===== src/rtl/seq_pkg.sv =====
package seq_pkg;

    typedef enum logic [3:0] {
        OP_NONE,
        OP_BR,
        OP_CALL,
        OP_JMP_AR,
        OP_CALL_AR,
        OP_INC_AR,
        OP_PUSH_AR,
        OP_POP_AR,
        OP_RET,
        OP_RET_SKIP,
        OP_RET_INT
    } seq_op_e;

    localparam logic [4:0] MAJ_BR0   = 5'b01100;
    localparam logic [4:0] MAJ_BR1   = 5'b01101;
    localparam logic [4:0] MAJ_CALL  = 5'b11100;
    localparam logic [4:0] MAJ_MISC  = 5'b00111;

    localparam logic [6:0] SUB_JMP_AR  = 7'b000_0100;
    localparam logic [6:0] SUB_CALL_AR = 7'b000_0101;
    localparam logic [6:0] SUB_INC_AR  = 7'b000_1001;
    localparam logic [6:0] SUB_PUSH_AR = 7'b000_1101;
    localparam logic [6:0] SUB_POP_AR  = 7'b000_1100;
    localparam logic [6:0] SUB_RET     = 7'b000_1110;
    localparam logic [6:0] SUB_RET_SK  = 7'b001_1110;
    localparam logic [6:0] SUB_RET_INT = 7'b010_1110;

endpackage


===== src/rtl/seq_decode.sv =====
module seq_decode
    import seq_pkg::*;
#(
    parameter int PCW = 14
) (
    input  logic [15:0]    instr_i,
    output seq_op_e        op_o,
    output logic [PCW-1:0] tgt_o
);

    logic [4:0] major;
    logic [6:0] minor;

    assign major = instr_i[15:11];
    assign minor = instr_i[10:4];

    always_comb begin
        op_o  = OP_NONE;
        tgt_o = '0;
        unique case (major)
            MAJ_BR0, MAJ_BR1: begin
                op_o  = OP_BR;
                tgt_o = PCW'({instr_i[11], instr_i[10:0]});
            end
            MAJ_CALL: begin
                op_o  = OP_CALL;
                tgt_o = PCW'({1'b0, instr_i[10:0]});
            end
            MAJ_MISC: begin
                case (minor)
                    SUB_JMP_AR:  op_o = OP_JMP_AR;
                    SUB_CALL_AR: op_o = OP_CALL_AR;
                    SUB_INC_AR:  op_o = OP_INC_AR;
                    SUB_PUSH_AR: op_o = OP_PUSH_AR;
                    SUB_POP_AR:  op_o = OP_POP_AR;
                    SUB_RET:     op_o = OP_RET;
                    SUB_RET_SK:  op_o = OP_RET_SKIP;
                    SUB_RET_INT: op_o = OP_RET_INT;
                    default:     op_o = OP_NONE;
                endcase
            end
            default: op_o = OP_NONE;
        endcase
    end

endmodule


===== src/rtl/seq_stack.sv =====
module seq_stack #(
    parameter  int DEPTH = 8,
    parameter  int W     = 16,
    localparam int SPW   = $clog2(DEPTH + 1),
    localparam int IDXW  = (DEPTH > 1) ? $clog2(DEPTH) : 1
) (
    input  logic           clk,
    input  logic           rst_n,
    input  logic           push_i,
    input  logic           pop_i,
    input  logic [W-1:0]   wdata_i,
    output logic [W-1:0]   rdata_o,
    output logic [SPW-1:0] sp_o,
    output logic           ovf_o,
    output logic           unf_o
);

    localparam logic [SPW-1:0] SP_EMPTY = SPW'(DEPTH);

    typedef struct packed {
        logic [SPW-1:0] sp;
        logic           ovf;
        logic           unf;
    } stk_t;

    stk_t            stk_d, stk_q;
    logic [W-1:0]    mem_q [DEPTH];
    logic            wr_en;
    logic [IDXW-1:0] wr_idx;

    always_comb begin
        stk_d     = stk_q;
        stk_d.ovf = 1'b0;
        stk_d.unf = 1'b0;
        wr_en     = 1'b0;
        wr_idx    = IDXW'(stk_q.sp - 1'b1);
        if (push_i) begin
            if (stk_q.sp == '0) begin
                stk_d.ovf = 1'b1;
            end else begin
                stk_d.sp = stk_q.sp - 1'b1;
                wr_en    = 1'b1;
            end
        end else if (pop_i) begin
            if (stk_q.sp == SP_EMPTY) begin
                stk_d.unf = 1'b1;
            end else begin
                stk_d.sp = stk_q.sp + 1'b1;
            end
        end
    end

    always_ff @(posedge clk or negedge rst_n) begin
        if (!rst_n) begin
            stk_q <= '{sp: SP_EMPTY, ovf: 1'b0, unf: 1'b0};
        end else begin
            stk_q <= stk_d;
        end
    end

    always_ff @(posedge clk) begin
        if (wr_en) begin
            mem_q[wr_idx] <= wdata_i;
        end
    end

    assign rdata_o = (stk_q.sp == SP_EMPTY) ? '0 : mem_q[IDXW'(stk_q.sp)];
    assign sp_o    = stk_q.sp;
    assign ovf_o   = stk_q.ovf;
    assign unf_o   = stk_q.unf;

endmodule


===== src/rtl/addr_seq.sv =====
module addr_seq
    import seq_pkg::*;
#(
    parameter  int             PCW      = 14,
    parameter  int             ARW      = 16,
    parameter  int             DEPTH    = 8,
    parameter  int             STW      = 4,
    parameter  logic [PCW-1:0] PROG_TOP = 14'h3FFF,
    parameter  logic [PCW-1:0] IRQ_VEC  = 14'h0010,
    localparam int             SPW      = $clog2(DEPTH + 1)
) (
    input  logic           clk,
    input  logic           rst_n,
    input  logic           exec_i,
    input  logic [15:0]    instr_i,
    input  logic           skip_i,
    input  logic           irq_i,
    input  logic [STW-1:0] status_i,
    output logic [PCW-1:0] fetch_addr_o,
    output logic [ARW-1:0] ar_o,
    output logic [SPW-1:0] sp_o,
    output logic           annul_o,
    output logic           ovf_o,
    output logic           unf_o,
    output logic           rest_vld_o,
    output logic [STW-1:0] rest_stat_o
);

    typedef struct packed {
        logic [PCW-1:0] pc;
        logic [ARW-1:0] ar;
        logic           skip;
        logic [STW:0]   isave;
        logic           rest;
    } seq_t;

    seq_t           seq_d, seq_q;
    seq_op_e        op;
    logic [PCW-1:0] tgt;
    logic [PCW-1:0] pc_inc;
    logic           push, pop;
    logic [ARW-1:0] wdata, rdata;

    seq_decode #(.PCW(PCW)) u_dec (
        .instr_i (instr_i),
        .op_o    (op),
        .tgt_o   (tgt)
    );

    seq_stack #(.DEPTH(DEPTH), .W(ARW)) u_stk (
        .clk     (clk),
        .rst_n   (rst_n),
        .push_i  (push),
        .pop_i   (pop),
        .wdata_i (wdata),
        .rdata_o (rdata),
        .sp_o    (sp_o),
        .ovf_o   (ovf_o),
        .unf_o   (unf_o)
    );

    assign pc_inc = (seq_q.pc == PROG_TOP) ? '0 : seq_q.pc + 1'b1;

    always_comb begin
        seq_d      = seq_q;
        seq_d.rest = 1'b0;
        push       = 1'b0;
        pop        = 1'b0;
        wdata      = ARW'(pc_inc);
        if (irq_i) begin
            push        = 1'b1;
            wdata       = ARW'(seq_q.pc);
            seq_d.pc    = IRQ_VEC;
            seq_d.isave = {seq_q.skip, status_i};
            seq_d.skip  = 1'b0;
        end else if (exec_i) begin
            seq_d.pc   = pc_inc;
            seq_d.skip = 1'b0;
            if (!seq_q.skip) begin
                seq_d.skip = skip_i;
                case (op)
                    OP_BR:      seq_d.pc = tgt;
                    OP_CALL: begin
                        push     = 1'b1;
                        seq_d.pc = tgt;
                    end
                    OP_JMP_AR:  seq_d.pc = seq_q.ar[PCW-1:0];
                    OP_CALL_AR: begin
                        push     = 1'b1;
                        seq_d.pc = seq_q.ar[PCW-1:0];
                    end
                    OP_INC_AR:  seq_d.ar = seq_q.ar + 1'b1;
                    OP_PUSH_AR: begin
                        push  = 1'b1;
                        wdata = seq_q.ar;
                    end
                    OP_POP_AR: begin
                        pop      = 1'b1;
                        seq_d.ar = rdata;
                    end
                    OP_RET: begin
                        pop      = 1'b1;
                        seq_d.pc = rdata[PCW-1:0];
                    end
                    OP_RET_SKIP: begin
                        pop        = 1'b1;
                        seq_d.pc   = rdata[PCW-1:0];
                        seq_d.skip = 1'b1;
                    end
                    OP_RET_INT: begin
                        pop        = 1'b1;
                        seq_d.pc   = rdata[PCW-1:0];
                        seq_d.skip = seq_q.isave[STW];
                        seq_d.rest = 1'b1;
                    end
                    default: ;
                endcase
            end
        end
    end

    always_ff @(posedge clk or negedge rst_n) begin
        if (!rst_n) begin
            seq_q <= '0;
        end else begin
            seq_q <= seq_d;
        end
    end

    assign fetch_addr_o = seq_q.pc;
    assign ar_o         = seq_q.ar;
    assign annul_o      = seq_q.skip;
    assign rest_vld_o   = seq_q.rest;
    assign rest_stat_o  = seq_q.isave[STW-1:0];

endmodule


===== config.mk =====
export PLATFORM = sky130hd
export DESIGN_NAME = addr_seq
export DESIGN_NICKNAME = d
export VERILOG_FILES = /design/src/rtl/seq_pkg.sv /design/src/rtl/seq_decode.sv /design/src/rtl/seq_stack.sv /design/src/rtl/addr_seq.sv
export SDC_FILE = /design/constraint.sdc
export NUM_CORES = 1
export LEC_CHECK = 0
export BUFFER_PORTS_ARGS = -buffer_cell sky130_fd_sc_hd__buf_2
export CORE_ASPECT_RATIO = 1.4
export CORE_UTILIZATION = 58
export CTS_CLUSTER_SIZE = 12
export DETAILED_ROUTE_END_ITERATION = 10
export PLACE_DENSITY = 0.88
export SLEW_MARGIN = 20
export SYNTH_ARGS = -nofsm -noshare
export SYNTH_HDL_FRONTEND = slang
export SYNTH_SLANG_ARGS = --single-unit

===== constraint.sdc =====
create_clock -name clk -period 6.4 [get_ports clk]
set_input_delay 1.28 -clock clk [delete_from_list [all_inputs] [get_ports clk]]
set_output_delay 1.28 -clock clk [all_outputs]
set_load 0.005 [all_outputs]

==> metrics.yaml <==
grt:
  grt_util_all_layers: 0.304
  grt_overflow: 0
  grt_pass1_wl_mm: 34.9
  antenna_found_initial: 0
  grt_pass1_vias: 6224
  grt_max_degree: 44
power:
  power_frac_clock: 0.286
  leakage_nw: 3.59
  p_switching_w: 0.00117
  intPower_w: 0.00232
  power_density_nw_per_um2: 367
  seqPwrFrac: 0.417
  comb_power_share: 0.297
  swShare: 0.335
  irDropWorstVdd_mv: 0.218
worst_setup_path:
  cp.arrival_ns: 4.08
  rrSetupSlack_ns: 2.78
  reg2regPathDepth: 7
  reg2reg_from: "u_stk.sp_o[0]"
  endpoint: "u_stk.mem_q[4][11]"
  critPathCaptureType: "flip-flop"
  cp-start-kind: "input port"
  r2r-end: "u_stk.mem_q[6][5]"
  crit_fanout: 12
  cp_data_required_time_ns: 6.49
  critPathKind: "input port to flip-flop"
  setup.worst_path.start: "instr_i[14]"
synthesis:
  synth.mux.area_fraction: 0.109
  synth_top_flop_cell: "edfxtp_1"
  syn_area_um2: 8670
  synthAdderAreaFrac: 0.00692
  ys_seq_elements: 171
  synth-seq-area-share: 0.567
  synth_compound_area_frac: 0.132
  synth_edf_count: 128
  yosysTopAreaCell: "edfxtp_1"
  synth-simple-area-share: 0.126
  syn_area_per_cell_um2: 12.1
  yosysTopAreaCellShare: 0.443
  synth_xor_area_frac: 0.00404
  yosys-top-cells-area: "edfxtp_1 (44%), dfrtp_1 (12%), mux4_2 (8.3%), a21oi_1 (3.1%), buf_4 (2.9%)"
  synth_warnings: 0
  syn_inst: 714
  synth_top_family_by_area: "compound AO/OA/AOI/OAI gates"
  synth_fp_nets: 743
  async_reset_ff_frac: 0.251
  ys_types: 77
detailed_routing:
  drc: 0
  postRouteAntennaNets: 0
  routedWlPerCell_um: 24.0
  num_vias: 6413
  drt-initial-drc-count: 607
  viasPerCell: 6.85
  drtPass1Iterations: 5
  totalWireLength_mm: 22.5
timing:
  finalCritPeriodShare: 0.624
  finalSetupViolCount: 0
  slew_headroom: 0.327
  fmax_mhz: 251
  rsz0062_at_grt: "false"
  finClkSkew_ns: 0.0141
  setup_ws_ns: 2.41
  tightest_slew_ns: 1.01
  fin_crit_ns: 3.99
  hold_viol: 0
  slew_viol_final: 0
  fin_setup_tns_ns: 0
clocking:
  clock_latency_ns: 0.43
  hold_buffers: 0
  cts_root_buf: "clkbuf_16"
  cts_sinks: 171
  cts_buffer_depth: 2
  clk_pin_slew_ns: 0.07
  tritoncts: "yes"
  cts_made_buffers: 17
  cts_resized: 0
  h-tree-depth: 4
  cts_setup_buffers: 0
final_layout:
  area_growth_pct: 9.64
  fin_nets: 763
  final_layout_size_suffix_gt1_frac: 0.226
  nFillCells: 1055
  num_antenna_cells: 0
placed_design:
  io_buffers: 66
  hpwl_mm: 15.5
  globalplace.congestion: 0.944
  place_ws_ns: 2.01
floorplan:
  start_util: 0.598
  row_count: 52
  die_h_um: 147
  die_area_um2: 15500
  ios: 67
  dieWidth_um: 105
  fp.coreArea_um2: 14500
outcome:
  status: "complete, no violations"
min_path:
  whs_path_depth: 1
  worst_hold_path_type: "flip-flop to flip-flop"
job:
  maxCapViolCount: 0
==> stage by stage <==
step                      area, µm²   util  instances  power (W)  hold WS (ns)
final                          9510  0.655        936    0.00349         0.506
after global routing           9510  0.655        936    0.00361         0.527
after CTS                      9510  0.655        936    0.00349         0.514
after detailed placement       8940  0.616        904    0.00250         0.497
after global placement         8910  0.614        904    0.00243         0.486
after floorplan                8670      -        714    0.00215         0.481
==> sequential cells by signal, indices dropped and copies added (netlist names) <==
signal        count
seq_q             1
annul_o           1
u_stk.unf_o       1
u_stk.ovf_o       1
ar_o             16
rest_vld_o        1
u_stk.sp_o        4
fetch_addr_o     14
u_stk.mem_q     128
rest_stat_o       4
==> placed cells by master, fill, tap and decap left out, types with 4 or more instances in the layout <==
cell | synthesis | layout
edfxtp_1 | 128 | 128
a21oi_1 | 54 | 54
and3_1 | 18 | 18
mux2i_1 | 16 | 16
o22ai_1 | 5 | 5
buf_2 | 8 | 66
inv_1 | 11 | 11
nand2b_1 | 9 | 9
nor3_1 | 17 | 13
o21ai_0 | 47 | 46
nand3_1 | 34 | 34
clkbuf_16 | 0 | 17
nor2_1 | 59 | 58
inv_8 | 0 | 5
a22o_1 | 8 | 8
inv_6 | 0 | 4
or2_2 | 4 | 4
a21o_1 | 4 | 4
a22oi_1 | 4 | 4
o31ai_1 | 5 | 5
mux2_2 | 6 | 6
a211oi_1 | 4 | 4
a31oi_1 | 11 | 11
buf_4 | 34 | 11
ha_1 | 4 | 4
dfrtp_1 | 42 | 41
mux4_2 | 32 | 32
nand4_1 | 4 | 4
nand2_1 | 37 | 37
==> cell usage after synthesis, types with 5 or more instances <==
| cell | count |
|---|---|
| buf_4 | 34 |
| o31ai_1 | 5 |
| edfxtp_1 | 128 |
| a31oi_1 | 11 |
| nand2_1 | 37 |
| nand2b_1 | 9 |
| mux2i_1 | 16 |
| buf_2 | 8 |
| o22ai_1 | 5 |
| nor2_1 | 59 |
| buf_1 | 5 |
| o21ai_0 | 47 |
| and3_1 | 18 |
| a21oi_1 | 54 |
| dfrtp_1 | 42 |
| mux4_2 | 32 |
| mux2_2 | 6 |
| a22o_1 | 8 |
| inv_1 | 11 |
| nand3_1 | 34 |
| nor3_1 | 17 |
| clkbuf_1 | 28 |
==> power by group through the flow <==
stage / logic, W / clock network (W) / registers, W
after global routing: 0.00109 / 0.00105 / 0.00147
after CTS: 0.00103 / 0.00100 / 0.00146
after detailed placement: 0.00102 / 0 / 0.00148
final: 0.00104 / 0.000996 / 0.00146
after global placement: 0.000967 / 0 / 0.00146
after floorplan: 0.000689 / 0 / 0.00147
==> layout make-up <==
type | instances | area, µm² | share of cell area
multi-input cells | 456 | 3320 | 0.349
inverters | 11 | 41.3 | 0.00434
flip-flops and latches | 171 | 4920 | 0.518
clock buffers | 17 | 425 | 0.0447
clock inverters | 15 | 149 | 0.0157
well taps | 189 | 236 | 0.0249
repair buffers | 77 | 413 | 0.0434
==> cell families after synthesis <==
family	count (synthesis)
and+or+nand+nor	213
AOI/OAI and AO/OA	180
DFF	171
buffers and inverters	87
muxes	54
adders and majority gates	5
xor gates and xnor gates	4
==> routing by layer <==
metal | share of wire | GRT usage | wire length (µm) | vias to the layer above
met4 | 0.058 | 0.181 | 1290 | 0
met3 | 0.089 | 0.0453 | 1990 | 99
met2 | 0.49 | 0.502 | 11100 | 411
met1 | 0.36 | 0.383 | 8110 | 3145
met5 | 0 | 0 | 0 | -
li1 | - | - | - | 2758
==> worst min-delay path by stage <==
stage / slack [ns] / start / end
after detailed placement: 0.50 / rest_stat_o[3] / rest_stat_o[3]
after global placement: 0.49 / rest_stat_o[0] / rest_stat_o[0]
after CTS: 0.51 / rest_stat_o[3] / rest_stat_o[3]
after global routing: 0.53 / rest_stat_o[0] / rest_stat_o[0]
after floorplan: 0.48 / seq_q[5] / seq_q[5]
final: 0.51 / rest_stat_o[0] / rest_stat_o[0]
==> critical path, stage by stage <==
cell and delay (ns):
buf_2 0.11, and4bb_1 0.32, nand3_1 0.15, o31ai_1 0.77
and3_1 0.57, a21oi_1 0.16, o21ai_0 0.72
Note: power is estimated with default switching activity, not from simulation.
